===== src/rtl/hop_walker_pkg.sv =====
package hop_walker_pkg;
    localparam int COORD_W = 8;
    localparam int INT_W   = 10;
    localparam int CNT_W   = 16;
    localparam int NAXIS   = 2;

    typedef logic [COORD_W-1:0] coord_t;
    typedef logic [CNT_W-1:0]   cnt_t;

    typedef enum logic [1:0] {
        DIR_LEFT  = 2'b00,
        DIR_RIGHT = 2'b01,
        DIR_DOWN  = 2'b10,
        DIR_UP    = 2'b11
    } dir_e;

    typedef struct packed {
        logic       busy;
        logic       closed;
        logic       err;
        logic [1:0] dir;
        coord_t     org_col;
        coord_t     org_row;
        coord_t     cur_col;
        coord_t     cur_row;
        coord_t     mid_col;
        coord_t     mid_row;
        coord_t     end_col;
        coord_t     end_row;
        cnt_t       cnt;
        logic [1:0] rounds;
    } walk_state_t;
endpackage


===== src/rtl/hop_fold_unit.sv =====
module hop_fold_unit
    import hop_walker_pkg::*;
#(
    parameter int SPAN = 6
) (
    input  coord_t pos,
    input  coord_t lim,
    input  logic   to_high,
    output coord_t mid,
    output coord_t land,
    output logic   folded
);
    localparam int HALF = SPAN / 2;

    logic signed [INT_W-1:0] p_s, l_s, mid_s, land_s;

    always_comb begin
        p_s = signed'({{(INT_W-COORD_W){1'b0}}, pos});
        l_s = signed'({{(INT_W-COORD_W){1'b0}}, lim});
        if (to_high) begin
            if (p_s < l_s - INT_W'(HALF - 1)) mid_s = p_s + INT_W'(HALF);
            else                               mid_s = (l_s <<< 1) - p_s - INT_W'(HALF - 1);
            if (p_s < l_s - INT_W'(SPAN - 1)) begin
                land_s = p_s + INT_W'(SPAN);
                folded = 1'b0;
            end else begin
                land_s = (l_s <<< 1) - p_s - INT_W'(SPAN - 1);
                folded = 1'b1;
            end
        end else begin
            if (p_s > INT_W'(HALF - 1)) mid_s = p_s - INT_W'(HALF);
            else                         mid_s = INT_W'(HALF - 1) - p_s;
            if (p_s > INT_W'(SPAN - 1)) begin
                land_s = p_s - INT_W'(SPAN);
                folded = 1'b0;
            end else begin
                land_s = INT_W'(SPAN - 1) - p_s;
                folded = 1'b1;
            end
        end
        mid  = mid_s[COORD_W-1:0];
        land = land_s[COORD_W-1:0];
    end
endmodule


===== src/rtl/hop_round_predict.sv =====
module hop_round_predict
    import hop_walker_pkg::*;
(
    input  coord_t     lim,
    output logic [1:0] rounds
);
    logic [INT_W-1:0] twice_plus;
    logic [INT_W-1:0] resid;

    always_comb begin
        // (2L - 4) mod 6 evaluated as (2L + 2) mod 6 to stay unsigned
        twice_plus = {1'b0, lim, 1'b0} + INT_W'(2);
        resid      = twice_plus % INT_W'(6);
        rounds     = (resid == '0) ? 2'd1 : 2'd3;
    end
endmodule


===== src/rtl/hop_walker.sv =====
module hop_walker
    import hop_walker_pkg::*;
(
    input  logic              clk,
    input  logic              rst_n,
    input  logic              start,
    input  logic              abort,
    input  logic [7:0]        start_col,
    input  logic [7:0]        start_row,
    input  logic [1:0]        start_dir,
    input  logic [7:0]        lim_m,
    input  logic [7:0]        lim_n,
    input  logic [15:0]       hop_limit,
    output logic              busy,
    output logic              closed,
    output logic              err,
    output logic [1:0]        dir,
    output logic [7:0]        mid_col,
    output logic [7:0]        mid_row,
    output logic [7:0]        end_col,
    output logic [7:0]        end_row,
    output logic [15:0]       hop_cnt,
    output logic [1:0]        rounds
);
    walk_state_t st_q, st_d;

    coord_t     ax_pos  [NAXIS];
    coord_t     ax_lim  [NAXIS];
    coord_t     ax_mid  [NAXIS];
    coord_t     ax_land [NAXIS];
    logic       ax_fold [NAXIS];
    logic [1:0] ax_rnd  [NAXIS];

    assign ax_pos[0] = st_q.cur_col;
    assign ax_pos[1] = st_q.cur_row;
    assign ax_lim[0] = lim_m;
    assign ax_lim[1] = lim_n;

    for (genvar g = 0; g < NAXIS; g++) begin : g_axis
        hop_fold_unit #(.SPAN(6)) u_fold (
            .pos    (ax_pos[g]),
            .lim    (ax_lim[g]),
            .to_high(st_q.dir[0]),
            .mid    (ax_mid[g]),
            .land   (ax_land[g]),
            .folded (ax_fold[g])
        );
        hop_round_predict u_rnd (
            .lim   (ax_lim[g]),
            .rounds(ax_rnd[g])
        );
    end

    logic   vert;
    coord_t nx_col, nx_row;
    cnt_t   nx_cnt;

    always_comb begin
        st_d   = st_q;
        vert   = st_q.dir[1];
        nx_col = st_q.cur_col;
        nx_row = st_q.cur_row;
        nx_cnt = st_q.cnt;
        if (!st_q.busy) begin
            if (start) begin
                st_d.busy    = 1'b1;
                st_d.closed  = 1'b0;
                st_d.err     = 1'b0;
                st_d.dir     = start_dir;
                st_d.org_col = start_col;
                st_d.org_row = start_row;
                st_d.cur_col = start_col;
                st_d.cur_row = start_row;
                st_d.mid_col = start_col;
                st_d.mid_row = start_row;
                st_d.end_col = start_col;
                st_d.end_row = start_row;
                st_d.cnt     = '0;
                st_d.rounds  = start_dir[1] ? ax_rnd[1] : ax_rnd[0];
            end
        end else if (abort) begin
            st_d.busy = 1'b0;
        end else begin
            if (vert) begin
                nx_row       = ax_land[1];
                st_d.mid_col = st_q.cur_col;
                st_d.mid_row = ax_mid[1];
                st_d.dir[0]  = st_q.dir[0] ^ ax_fold[1];
            end else begin
                nx_col       = ax_land[0];
                st_d.mid_col = ax_mid[0];
                st_d.mid_row = st_q.cur_row;
                st_d.dir[0]  = st_q.dir[0] ^ ax_fold[0];
            end
            st_d.end_col = nx_col;
            st_d.end_row = nx_row;
            st_d.cur_col = nx_col;
            st_d.cur_row = nx_row;
            if (st_q.cnt != {CNT_W{1'b1}}) nx_cnt = st_q.cnt + cnt_t'(1);
            st_d.cnt = nx_cnt;
            if (nx_col == st_q.org_col && nx_row == st_q.org_row) begin
                st_d.closed = 1'b1;
                st_d.busy   = 1'b0;
            end else if (nx_cnt >= hop_limit) begin
                st_d.err  = 1'b1;
                st_d.busy = 1'b0;
            end
        end
    end

    always_ff @(posedge clk or negedge rst_n) begin
        if (!rst_n) st_q <= '0;
        else        st_q <= st_d;
    end

    assign busy    = st_q.busy;
    assign closed  = st_q.closed;
    assign err     = st_q.err;
    assign dir     = st_q.dir;
    assign mid_col = st_q.mid_col;
    assign mid_row = st_q.mid_row;
    assign end_col = st_q.end_col;
    assign end_row = st_q.end_row;
    assign hop_cnt = st_q.cnt;
    assign rounds  = st_q.rounds;
endmodule


===== config.mk =====
export PLATFORM = sky130hd
export DESIGN_NAME = hop_walker
export DESIGN_NICKNAME = d
export VERILOG_FILES = /design/src/rtl/hop_walker_pkg.sv /design/src/rtl/hop_fold_unit.sv /design/src/rtl/hop_round_predict.sv /design/src/rtl/hop_walker.sv
export SDC_FILE = /design/constraint.sdc
export NUM_CORES = 1
export LEC_CHECK = 0
export BUFFER_PORTS_ARGS = -buffer_cell sky130_fd_sc_hd__buf_2
export CORE_UTILIZATION = 60
export DETAILED_ROUTE_END_ITERATION = 7
export PLACE_DENSITY = 0.81
export SYNTH_ARGS = -nofsm -noshare
export SYNTH_HDL_FRONTEND = slang
export SYNTH_HIERARCHICAL = 1
export SYNTH_SLANG_ARGS = --single-unit

===== constraint.sdc =====
create_clock -name clk -period 4.5 [get_ports clk]
set_clock_uncertainty 0.2 [all_clocks]
set_input_delay 0.9 -clock clk [delete_from_list [all_inputs] [get_ports clk]]
set_output_delay 0.9 -clock clk [all_outputs]
set_load 0.02 [all_outputs]

# Word-level counts from Yosys, hierarchy flattened

Cells that the tools add are included.

Flip-flop bits (word level): 87
Bits in latches: 0
Bits in writable memories: 0
Memory bits (read-only): 0
Input port bits: 54
Output and inout port bits: 55
Memories: 0

Add/sub/neg operators: 25
Multipliers: 0
Div/mod/pow operators: 2
$lt $le $gt $ge: 9
Equality and inequality tests: 7
Shifts and indexed selects: 0
Mux-type cells: 45
Bitwise gates (word level): 3
Reduce and logical (&&, ||, !) cells: 8

Operators with widths:

| operator                                           | count |
|---|---|
| 2-to-1 mux 8 bit                                   | 18 |
| 2-to-1 mux 64 bit                                  | 2 |
| 2-to-1 mux 87 bit                                  | 1 |
| 2-to-1 mux 16 bit                                  | 4 |
| < comparator 9 x 10 -> 1 bit                       | 4 |
| subtractor 8 x 3 -> 8 bit, second input constant   | 4 |
| adder 9 x 2 -> 10 bit, second input constant       | 2 |
| zero test 10 bit                                   | 2 |
| modulo 10 x 3 -> 10 bit, second input constant     | 2 |
| subtractor 8 x 2 -> 9 bit, second input constant   | 2 |
| subtractor 8 x 3 -> 9 bit, second input constant   | 2 |
| adder 16 x 1 -> 16 bit, second input constant      | 1 |
| adder 8 x 2 -> 8 bit, second input constant        | 2 |
| adder 8 x 3 -> 8 bit, second input constant        | 2 |
| == test 8 bit                                      | 2 |
| >= comparator 16 bit                               | 1 |
| > comparator 8 x 2 -> 1 bit, second input constant | 2 |
| > comparator 8 x 3 -> 1 bit, second input constant | 2 |
| inequality test 16 bit, second input constant      | 1 |
| subtractor 2 x 8 -> 8 bit, first input constant    | 2 |
| subtractor 3 x 8 -> 8 bit, first input constant    | 2 |
| subtractor 8 x 2 -> 8 bit, second input constant   | 2 |
| subtractor 8 x 4 -> 8 bit, second input constant   | 2 |
| subtractor 8 bit                                   | 2 |
| 12 further kinds                                   | 33 |

# Depth between registers and ports, before layout

Word-level depth: 12
Gate-level depth with buffers: 23
Depth with buffers taken out: 21

# By module

Netlist, hierarchy kept.

Modules (own cells, without submodules):

| module            | instances | cells each | area an instance (um2) | seq. area each (um2) |
|---|---|---|---|---|
| hop_walker        | 1         | 508        | 4606.9                 | 1776.7 |
| hop_fold_unit     | 2         | 281        | 2005.7                 | 0.0 |
| hop_round_predict | 2         | 187        | 1387.6                 | 0.0 |

# Worst setup path after synthesis

OpenSTA, ideal clock, no wires.

Path type: input to register
Start: in lim_n[0]
End: reg st_q (netlist bit rounds[1])
Library setup time: 0.135 ns
Arrival time: 5.608 ns
Required time: 4.165 ns
Path slack: -1.443 ns
Stages on the path: 21
Buffers on the path: 0
Cells stage by stage: ha_1 > or4b_4 > o21ai_2 > xor2_2 > or4_1 > a21oi_1 > o21ai_1 > and3_1 > o41a_1 > nor4_4 > nand2b_1 > mux2i_1 > a22oi_1 > o21ai_0 > ha_1 > o21ai_0 > o41ai_1 > a2111o_1 > a211o_1 > mux2i_1 > o21ai_0

RTL lines:

| item                 | line              | text |
|---|---|---|
| start, declared      | hop_walker.sv:12  | `input logic [7:0] lim_n,` |
| end signal, assigned | hop_walker.sv:113 | `else st_q <= st_d;` |
| end, declared        | hop_walker.sv:25  | `walk_state_t st_q, st_d;` |

==> flow_metrics.py <==
metrics = {
    "pwr": {
        "p_sw_mw": 3.931,
        "power_frac_clock_pct": 10.4,
        "irDropWorstVdd_mv": 0.3399,
        "p_comb_share_pct": 77.2,
        "internal-power_mw": 4.143,
        "p_sw_share_pct": 48.69,
        "power_mw": 8.073,
        "p_leak_nw": 6.715,
        "seq_power_share_pct": 12.4,
        "power_density_nw_per_um2": 560.0,
    },
    "die": {
        "rows": 50,
        "die_x_um": 139.8,
        "initial_core_util_pct": 61.11,
        "core_area_um2": 18640,
        "die_h_um": 139.8,
        "pin_count": 109,
        "dieArea_um2": 19540,
    },
    "route": {
        "vias": 12330,
        "ant_nets": 0,
        "drt-vias-per-instance": 6.277,
        "drc": 3,
        "drt-initial-drc-count": 1280,
        "wl_per_cell_um": 18.24,
        "first_pass_iters": 8,
        "drt-total-wl_mm": 35.84,
    },
    "critical_path": {
        "end_kind": "flop",
        "r2r_slack_ns": 0.33,
        "path_buf_inv": 1,
        "reg2regPathDepth": 15,
        "cp_common_cell": "o21ai_1",
        "r2r_end": "closed$_DFFE_PN0P_",
        "timing.rr.start": "ax_pos[9]$_DFFE_PN0P_",
        "crit_slowest_cell": "or4b_4",
        "worst_setup_path_start_kind": "input pin",
        "cp.arrival_ns": 5.45,
        "worstSetupPathType": "in -> reg",
        "crit_family": "compound AO/OA/AOI/OAI gates",
        "critPathMaxFanout": 5,
        "slowest_delay_ns": 0.57,
        "path_cells": "buf_8, ha_4, or4b_4, o21ai_4, xor2_2, or4_4, a21oi_4, o21ai_4, and3_4, o31a_1, nor4_4, nand2b_4, mux2i_1, a22oi_1, o21ai_1, ha_2, o21ai_1, o41ai_1, a2111o_1, a211o_1, mux2i_1, o21ai_1",
        "cp.required_ns": 4.51,
    },
    "placed_design": {
        "place_ws_ns": -1.286,
        "dpl.hpwl_mm": 25.83,
        "dp.cells": 1924,
        "gp_congestion": 0.9575,
        "postPlaceCellArea_um2": 13550,
        "port_buffers": 108,
    },
    "grt": {
        "gr-usage-all-layers_pct": 36.57,
        "grt_pass1_wl_mm": 58.46,
        "antenna_found_initial": 3,
        "grt_overflow": 0,
        "grt_pass1_vias": 11980,
        "grt_max_degree": 72,
    },
    "job": {
        "max_cap_viol_count": 0,
    },
    "sta": {
        "post-route-period-util_pct": 120.9,
        "layout_setup_ws_ns": -0.9402,
        "finalSetupViolations": 4,
        "tightest_slew_ns": 0.9041,
        "slew_headroom_pct": 39.72,
        "fin_setup_tns_ns": -1.709,
        "hold_violations": 0,
        "slew_violations": 0,
        "post-route-min-period_ns": 5.440,
        "max_freq_mhz": 183.8,
        "rsz0062_at_grt": "yes",
    },
    "worst_hold_path": {
        "hold_path_end": "rounds[1]$_DFFE_PN0P_",
        "holdCritStartpoint": "rounds[1]$_DFFE_PN0P_",
        "min_path_cells": 2,
        "hold_class": "reg -> reg",
    },
    "clock_network": {
        "h-tree-depth": 3,
        "cts_tree": "done",
        "cts_inserted_buffers": 9,
        "root_buffer": "clkbuf_16",
        "clk_latency_ns": 0.34,
        "cts_sinks": 71,
        "clk_path_buf_depth": 2,
        "clkTransAtPathRegs_ns": 0.06,
    },
    "logic_synthesis": {
        "yosysSeqAreaShare_pct": 15.59,
        "ys_types": 102,
        "synthAdderAreaFrac_pct": 11.20,
        "synth_nets": 1597,
        "synth-xor-area-share_pct": 10.41,
        "yosys_warnings": 6,
        "synthMuxAreaShare_pct": 6.325,
        "avgSynthCellArea_um2": 7.890,
        "syn_area_um2": 11390,
        "synth-main-ff-cell": "dfrtp_1",
        "synth-simple-area-share_pct": 22.06,
        "synth_top_family_by_area": "compound AO/OA/AOI/OAI gates",
        "ys_ff_latch": 71,
        "synth_edf_count": 0,
        "async_reset_ff_share_pct": 100.0,
        "synth_compound_gate_area_share_pct": 24.90,
        "synthCells": 1444,
    },
    "cells_and_area": {
        "multi_input_area_um2": 8891,
        "postLayoutCellArea_um2": 14420,
        "area_growth_syn_to_layout_pct": 26.54,
        "nets": 1877,
        "stdcell_count": 1965,
        "seqCellArea_um2": 1778,
        "drive_above_1_share_pct": 31.69,
        "nFillCells": 1280,
    },
    "outcome": {
        "status": "finished, violations left",
        "violations": "DRC, setup timing",
    },
}
-- metrics by stage --
stage | hold slack [ns] | utilization [%]
floorplan | 0.2510 | -
detailed placement | 0.2719 | 72.68
global route | 0.3028 | 77.32
finish | 0.2814 | 77.34
CTS | 0.2854 | 76.77
global placement | 0.2620 | 72.68
-- final cells by class --
class | count | area share, %
Multi-Input combinational cell | 1167 | 61.67
Sequential cell | 71 | 12.33
Clock buffer | 10 | 1.588
Timing Repair Buffer | 393 | 19.35
Clock inverter | 6 | 0.8071
Antenna cell | 2 | 0.03471
Inverter | 82 | 2.187
Tap cell | 234 | 2.031
-- cells in the final DEF, fill, tap and decap left out, types with 15 or more instances in the layout --
master / count
o21ai_0: 45
o211ai_1: 36
a21oi_1: 62
nand2_1: 179
a31oi_1: 15
nor2_1: 92
xor2_1: 48
ha_1: 90
nor3_1: 38
mux2i_1: 60
xnor2_1: 77
inv_1: 77
a21o_1: 17
buf_2: 103
buf_4: 275
or3_1: 16
nand2b_1: 24
nand3_1: 34
dfrtp_1: 70
-- state kept, by name (all words and copies together), names as in the netlist --
register  count
err           1
mid_row       8
hop_cnt      16
dir           2
st_q         16
rounds        2
busy          1
mid_col       8
closed        1
ax_pos       16
-- worst min-delay path: stages, from the launching register on --
cell and delay (ns):
dfrtp_1 0.33, nand2_1 0.05, o21ai_1 0.06
-- cell families (layout without fill, tap and decap cells) --
kind of cell | Yosys count | in the layout
adders and majority gates | 101 | 101
muxes | 71 | 71
and+or+nand+nor | 496 | 496
AOI/OAI and AO/OA | 365 | 365
xor gates and xnor gates | 132 | 132
DFF | 71 | 71
other | 2 | 4
buffers and inverters | 206 | 491
-- synthesized netlist by cell type, drive strengths merged, types with 5 or more instances --
cell type / count / share of area (%)
mux2: 8 / 0.79
nor4: 21 / 1.8
a21o: 19 / 1.3
a21oi: 71 / 3.1
nand3: 39 / 1.9
xnor2: 82 / 6.4
a311oi: 7 / 0.65
or2: 11 / 0.60
a211oi: 17 / 1.6
o2111a: 5 / 0.49
inv: 80 / 2.6
nand2: 182 / 6.0
mux2i: 63 / 5.5
o211ai: 38 / 2.7
or3: 16 / 0.88
nand2b: 28 / 1.5
a221oi: 6 / 0.77
dfrtp: 71 / 16
xor2: 50 / 4.0
o31ai: 14 / 1.1
a31oi: 16 / 0.88
o21a: 5 / 0.33
clkbuf: 33 / 1.1
nand4: 15 / 0.96
and3: 11 / 0.63
ha: 97 / 11
o41a: 6 / 0.59
nor2: 95 / 3.2
buf: 91 / 5.7
o22ai: 10 / 0.55
nor2b: 12 / 0.70
a222oi: 13 / 1.1
o21ai: 71 / 3.4
a2bb2oi: 6 / 0.46
a31o: 6 / 0.46
or4: 6 / 0.43
a211o: 6 / 0.48
nor3: 38 / 1.7
-- worst max-delay path by stage --
stage             start  slack, ns  cells past startpoint                    end
2_1_floorplan  lim_n[0]      -0.99                     21  rounds[1]$_DFFE_PN0P_
3_3_place_gp   lim_n[0]      -1.22                     22  rounds[1]$_DFFE_PN0P_
3_5_place_dp   lim_n[0]      -1.29                     22  rounds[1]$_DFFE_PN0P_
4_1_cts        lim_n[0]      -0.88                     22  rounds[1]$_DFFE_PN0P_
5_1_grt        lim_m[0]      -1.18                     23  rounds[1]$_DFFE_PN0P_
6_report       lim_n[0]      -0.94                     22  rounds[1]$_DFFE_PN0P_
-- power by group through the flow --
stage | clock network [mW] | logic, mW | registers, mW
detailed placement | 0 | 5.75 | 0.999
CTS | 0.840 | 6.00 | 0.993
global placement | 0 | 5.57 | 0.993
finish | 0.841 | 6.23 | 0.999
global route | 0.871 | 6.71 | 1.02
floorplan | 0 | 3.98 | 1.00
-- metal layers --
| metal | GRT usage (%) | wire length (um) | vias up | share of wire, % |
|---|---|---|---|---|
| li1 | - | - | 5748 | - |
| met1 | 45.72 | 14310 | 5769 | 40 |
| met2 | 61.47 | 16980 | 659 | 47 |
| met3 | 6.022 | 2939 | 156 | 8.2 |
| met4 | 16.95 | 1603 | 2 | 4.5 |
| met5 | 0 | 13 | - | 0.036 |
-- repair_timing --
item                                    4_1_cts  5_1_grt
endpoints found under the setup margin        4        4
gates resized for setup                      68       15
hold buffers                                  0        0
pin swaps                                    33       11
setup buffers                                21        2
No activity file was read; power rests on OpenSTA's default activity.
